`src/rtl/faw_pkg.sv`:
```
// Shared constants and lookup functions for the four-activate window gate.
// Assumes page codes 2 and 3 both mean the 2 KB page.
package faw_pkg;

    localparam int ACT_LIMIT_DEF = 4;

    // Cycle floor of the window for a page size code.
    function automatic logic [7:0] floor_cycles(input logic [1:0] pg);
        case (pg)
            2'd0:    floor_cycles = 8'd16;
            2'd1:    floor_cycles = 8'd20;
            default: floor_cycles = 8'd28;
        endcase
    endfunction

    // Nanosecond minimum of the window for page size and speed grade codes.
    function automatic logic [7:0] min_ns(input logic [1:0] pg, input logic [1:0] sp);
        logic [7:0] r;
        case (pg)
            2'd0: begin
                case (sp)
                    2'd0: r = 8'd20;
                    2'd1: r = 8'd17;
                    2'd2: r = 8'd15;
                    default: r = 8'd13;
                endcase
            end
            2'd1: begin
                case (sp)
                    2'd0: r = 8'd25;
                    2'd1: r = 8'd23;
                    default: r = 8'd21;
                endcase
            end
            default: begin
                r = (sp == 2'd0) ? 8'd35 : 8'd30;
            end
        endcase
        min_ns = r;
    endfunction

endpackage

```
`src/rtl/faw_window_calc.sv`:
```
// Converts page size, speed grade and clock period into a window length in cycles.
// Pure combinational; result is max(floor, ceil(ns*1000/tck)), clamped to WIN_W bits.
// Assumes tck_ps of zero is treated as one picosecond.
module faw_window_calc #(
    parameter int TCK_W = 16,
    parameter int WIN_W = 8
) (
    input  logic [1:0]       pg,
    input  logic [1:0]       sp,
    input  logic [TCK_W-1:0] tck_ps,
    output logic [WIN_W-1:0] win
);
    import faw_pkg::*;

    localparam logic [31:0] WIN_MAX = 32'((64'd1 << WIN_W) - 64'd1);

    logic [31:0] ps_min;
    logic [31:0] den;
    logic [31:0] ns_cyc;
    logic [31:0] fl_cyc;
    logic [31:0] pick;

    // Round the nanosecond minimum up to whole cycles and keep the larger term.
    always_comb begin
        ps_min = 32'(min_ns(pg, sp)) * 32'd1000;
        den    = (tck_ps == '0) ? 32'd1 : 32'(tck_ps);
        ns_cyc = (ps_min + den - 32'd1) / den;
        fl_cyc = 32'(floor_cycles(pg));
        pick   = (ns_cyc > fl_cyc) ? ns_cyc : fl_cyc;
        win    = (pick > WIN_MAX) ? WIN_MAX[WIN_W-1:0] : pick[WIN_W-1:0];
    end

endmodule

```
`src/rtl/faw_stamp_ring.sv`:
```
// Ring of the most recent DEPTH issue stamps with a sticky aged-out flag per slot.
// The flag sets once a slot's age reaches the window, so counter wrap during a long
// idle cannot make an old stamp look recent. Assumes win < 2**CNT_W.
module faw_stamp_ring #(
    parameter int DEPTH = 4,
    parameter int CNT_W = 8
) (
    input  logic             clk,
    input  logic             rst_n,
    input  logic [CNT_W-1:0] now,
    input  logic [CNT_W-1:0] win,
    input  logic             push,
    output logic             full,
    output logic             oldest_expired
);
    localparam int PTR_W  = (DEPTH > 1) ? $clog2(DEPTH) : 1;
    localparam int FILL_W = $clog2(DEPTH + 1);

    logic [CNT_W-1:0]  stamp_q [DEPTH];
    logic [DEPTH-1:0]  aged_q;
    logic [DEPTH-1:0]  hit;
    logic [PTR_W-1:0]  wr_ptr_q;
    logic [FILL_W-1:0] fill_q;

    genvar gi;
    generate
        for (gi = 0; gi < DEPTH; gi++) begin : g_slot
            logic [CNT_W-1:0] age;
            // Age of this slot against the current window.
            always_comb begin
                age     = now - stamp_q[gi];
                hit[gi] = (age >= win);
            end
            // Store the stamp on push to this slot; otherwise latch aged-out.
            always_ff @(posedge clk) begin
                if (!rst_n) begin
                    stamp_q[gi] <= '0;
                    aged_q[gi]  <= 1'b0;
                end else if (push && (wr_ptr_q == PTR_W'(gi))) begin
                    stamp_q[gi] <= now;
                    aged_q[gi]  <= 1'b0;
                end else begin
                    aged_q[gi]  <= aged_q[gi] | hit[gi];
                end
            end
        end
    endgenerate

    // Advance the write pointer and the saturating fill count on each push.
    always_ff @(posedge clk) begin
        if (!rst_n) begin
            wr_ptr_q <= '0;
            fill_q   <= '0;
        end else if (push) begin
            wr_ptr_q <= (wr_ptr_q == PTR_W'(DEPTH - 1)) ? '0 : wr_ptr_q + 1'b1;
            if (fill_q != FILL_W'(DEPTH)) fill_q <= fill_q + 1'b1;
        end
    end

    // The slot under the write pointer holds the oldest stamp once full.
    always_comb begin
        full           = (fill_q == FILL_W'(DEPTH));
        oldest_expired = aged_q[wr_ptr_q] | hit[wr_ptr_q];
    end

endmodule

```
`src/rtl/act_window_gate.sv`:
```
// Top of the four-activate window gate for one rank.
// Captures configuration while rst_n is low, derives the window length, keeps
// the issue history and raises act_ok when one more ACTIVATE is legal.
// Assumes the computed window fits in CNT_W bits (clamped otherwise).
module act_window_gate #(
    parameter int TCK_W     = 16,
    parameter int CNT_W     = 8,
    parameter int ACT_LIMIT = faw_pkg::ACT_LIMIT_DEF
) (
    input  logic             clk,
    input  logic             rst_n,
    input  logic [1:0]       page_sel,
    input  logic [1:0]       speed_sel,
    input  logic [TCK_W-1:0] tck_ps,
    input  logic             act_issue,
    output logic             act_ok,
    output logic             act_violation
);
    logic [1:0]       cfg_pg_q;
    logic [1:0]       cfg_sp_q;
    logic [TCK_W-1:0] cfg_tck_q;
    logic [CNT_W-1:0] now_q;
    logic [CNT_W-1:0] win;
    logic             full;
    logic             oldest_expired;
    logic             push;

    // Capture configuration only while reset is asserted.
    always_ff @(posedge clk) begin
        if (!rst_n) begin
            cfg_pg_q  <= page_sel;
            cfg_sp_q  <= speed_sel;
            cfg_tck_q <= tck_ps;
        end
    end

    // Free-running cycle counter used as the issue stamp.
    always_ff @(posedge clk) begin
        if (!rst_n) now_q <= '0;
        else        now_q <= now_q + 1'b1;
    end

    faw_window_calc #(.TCK_W(TCK_W), .WIN_W(CNT_W)) u_calc (
        .pg     (cfg_pg_q),
        .sp     (cfg_sp_q),
        .tck_ps (cfg_tck_q),
        .win    (win)
    );

    faw_stamp_ring #(.DEPTH(ACT_LIMIT), .CNT_W(CNT_W)) u_ring (
        .clk            (clk),
        .rst_n          (rst_n),
        .now            (now_q),
        .win            (win),
        .push           (push),
        .full           (full),
        .oldest_expired (oldest_expired)
    );

    // Grant decision and misuse flag; only legal issues enter the history.
    always_comb begin
        act_ok        = !full || oldest_expired;
        act_violation = act_issue && !act_ok;
        push          = act_issue && act_ok;
    end

endmodule

```
`config.mk`:
```
export PLATFORM = sky130hd
export DESIGN_NAME = act_window_gate
export DESIGN_NICKNAME = d
export VERILOG_FILES = /design/src/rtl/faw_pkg.sv /design/src/rtl/faw_window_calc.sv /design/src/rtl/faw_stamp_ring.sv /design/src/rtl/act_window_gate.sv
export SDC_FILE = /design/constraint.sdc
export NUM_CORES = 1
export LEC_CHECK = 0
export BUFFER_PORTS_ARGS = -buffer_cell sky130_fd_sc_hd__buf_2
export CAP_MARGIN = 30
export CORE_AREA = 2 2 227 229
export CTS_CLUSTER_SIZE = 25
export DETAILED_ROUTE_END_ITERATION = 10
export DIE_AREA = 0 0 229 231
export MAX_ROUTING_LAYER = met4
export PLACE_DENSITY = 0.76
export SLEW_MARGIN = 10
export SYNTH_ARGS = -nofsm -noshare
export SYNTH_HDL_FRONTEND = slang
export SYNTH_SLANG_ARGS = --single-unit
```
`constraint.sdc`:
```
create_clock -name clk -period 140.8 [get_ports clk]
set_input_delay 21.12 -clock clk [delete_from_list [all_inputs] [get_ports clk]]
set_output_delay 21.12 -clock clk [all_outputs]
set_load 0.02 [all_outputs]
```
==> results.yml <==
worst_setup_path:
  crit_family: "compound AO/OA/AOI/OAI gates"
  crit_required_ns: 119.68
  cp_slowest_cell: "a211o_1"
  worst_setup_path_start_kind: "register"
  end_kind: "primary output"
  crit_fanout: 38
  crit_type: "register to primary output"
  worst_path_largest_cell_delay_ns: 0.74
  cp_common_cell: "o21a_1"
  crit_buf_inv: 17
  arrival_ns: 106.27
global_routing:
  grt_max_degree: 39
  grt_pass1_vias: 28710
  grt_first_pass_wirelength_mm: 148.9
  grt_util_all_layers_pct: 34.98
  overflow: 0
  antenna_found_initial: 1
floorplanning:
  fp-row-count: 83
  die_h_um: 231
  core-area_um2: 50680
  start_util_pct: 59.14
  chipWidth_um: 229
  die-area_um2: 52900
  io_pins: 25
clock_network:
  clk_pin_slew_ns: 0.08
  clock_sinks: 69
  insertion_delay_ns: 0.36
  holdBufCountCts: 0
  cts_setup_buffers: 0
  cts_buffers: 9
  htreeDepth: 3
  clock_path_buffers: 2
  root_buffer: "clkbuf_16"
  cts_resized: 0
  cts_tree: "done"
timing:
  setup_viol: 0
  tns_ns: 0
  fin_worst_skew_ns: 0.01776
  slew_headroom_pct: 36.60
  drv_slew: 0
  min_period_ns: 127.39
  rsz0062_at_grt: "false"
  fmax_mhz: 7.850
  worst_pin_slew_ns: 0.9437
  finalHoldViolCount: 0
  period_share_pct: 90.48
logic_synthesis:
  post-synth-top-count-cell: "ha_1"
  synthArstFlopShare_pct: 0
  synthesis.nets: 4635
  synth.largest_area_cell: "ha_1"
  synth_commonest_cells: "ha_1 (525), nor2_1 (403), a21oi_1 (314), nand2_1 (292), nor3_1 (235)"
  yosys_warnings: 0
  ys.flop_type: "edfxtp_1"
  ys_seq_area_share_pct: 6.345
  synth-edff-count: 52
  synth-seq-cells: 69
  synth_area_leaders: "ha_1 (22%), o21a_1 (5.7%), a21oi_1 (5.2%)"
  syn_inst: 4068
  synth_top_area_share_pct: 21.92
  synth_area_um2: 29970
  avgSynthCellArea_um2: 7.368
  post_synth_num_cell_types: 124
layout:
  register_area_um2: 1902
  drive_gt1_share_pct: 7.882
  multi_input_area_um2: 26860
  n_fill_cell: 4768
  fin_nets: 4609
  layout-area-overhead-vs-synth_pct: 3.878
drt:
  dr_wl_met3_mm: 5.764
  drt_iter0_drc: 2589
  highest-signal-layer: "met4"
  wl_met2_mm: 42.03
  drt_wl_total_mm: 92.13
  viasPerCell: 6.558
  ant_nets: 0
  vias: 31020
  wl_met1_mm: 39.76
  drc: 0
  first_pass_iters: 8
  routedWlPerCell_um: 19.47
placed_design:
  place_hpwl_mm: 73.32
  place.gp.congestion: 1.038
  portBuffers: 24
run:
  maxCapViolCount: 0
min_path:
  hold_class: "register to register"
run_status:
  outcome: "completed"
cell type report:
| cell class | count | area share [%] |
|---|---|---|
| diodes | 4 | 0.03215 |
| repair buffers | 58 | 1.218 |
| clock inverters | 7 | 0.2974 |
| multi-input cells | 3687 | 86.27 |
| flip-flops and latches | 69 | 6.108 |
| clock buffers | 9 | 0.7233 |
| inverters | 217 | 2.616 |
| well taps | 680 | 2.733 |
per-stage QoR:
| stage | instances | setup slack [ns] | hold slack [ns] | util [%] | instance area, um^2 |
|---|---|---|---|---|---|
| 2_1_floorplan | 4068 | 21.95 | 0.4530 | - | 29970 |
| 3_3_place_gp | 4709 | 17.90 | 0.4703 | 60.75 | 30790 |
| 3_5_place_dp | 4710 | 15.37 | 0.4776 | 60.77 | 30800 |
| 4_1_cts | 4726 | 14.62 | 0.4873 | 61.40 | 31110 |
| 5_1_grt | 4728 | 4.653 | 0.4991 | 61.42 | 31130 |
| 6_report | 4731 | 13.41 | 0.4862 | 61.44 | 31140 |
worst reg2reg max path, delay by kind of cell (launching register included):
kind	cells	cell delay, ns
compound gates	274	63.36
xor+xnor	2	0.24
fa+ha+maj	40	13.19
buf+inv	16	2.55
flops	1	0.57
mux	6	2.10
simple gates	104	24.58
worst paths after layout:
| path | start | to | slack [ns] | cells past startpoint |
|---|---|---|---|---|
| max reg2reg | cfg_pg_q[0] | u_ring.stamp_q[3][0] | 33.92 | 442 |
| min | u_ring.fill_q[1] | u_ring.fill_q[1] | 0.49 | 2 |
| max | cfg_pg_q[0] | act_violation | 13.41 | 444 |
| min reg2reg | u_ring.fill_q[1] | u_ring.fill_q[1] | 0.49 | 2 |
layer usage:
metal  up-vias  GRT usage, %
li1      15300             -
met1     14280         43.61
met2      1149         57.54
met3       297         3.335
met4         0         15.44
met5         -             -
registers in the layout (all words and copies together), names as in the netlist:
signal,cells
cfg_tck_q,16
u_ring.stamp_q,32
u_ring.wr_ptr_q,2
cfg_sp_q,2
cfg_pg_q,2
u_ring.aged_q,4
now_q,8
u_ring.fill_q,3
cell usage in the layout, fill, tap and decap left out, types with 29 or more instances in the layout:
cell / instances
ha_1: 525
nor2_1: 402
a21oi_1: 314
nand2_1: 292
nor3_1: 233
o21a_1: 228
inv_1: 214
o21ai_0: 174
xnor2_1: 149
a21o_1: 99
nand3_1: 92
o31ai_1: 92
xor2_1: 88
mux2_2: 79
or2_2: 68
edfxtp_1: 52
nand2b_1: 51
or3_1: 47
o211ai_1: 39
and2_1: 38
mux2i_1: 38
and3_1: 37
a31oi_1: 37
nor2b_1: 37
nand4_1: 36
buf_4: 33
a211oi_1: 30
nor4_1: 30
o21ai_1: 29
kinds of logic (layout without fill, tap and decap cells):
logic type | count (synthesis) | count (layout) | share of synthesized area (%)
AND/OR/NAND/NOR | 1474 | 1474 | 24.81
AO/OA/AOI/OAI | 1307 | 1307 | 29.97
adder cells (fa/ha/maj) | 545 | 545 | 23.22
buffers and inverters | 312 | 291 | 4.128
XOR/XNOR | 241 | 241 | 7.142
multiplexers | 120 | 120 | 4.387
flip-flops | 69 | 69 | 6.345
other | 0 | 4 | 0
Power is left out: the tool's default activity adds up to more than one toggle a clock period on the data nets, which glitch-free logic cannot reach.
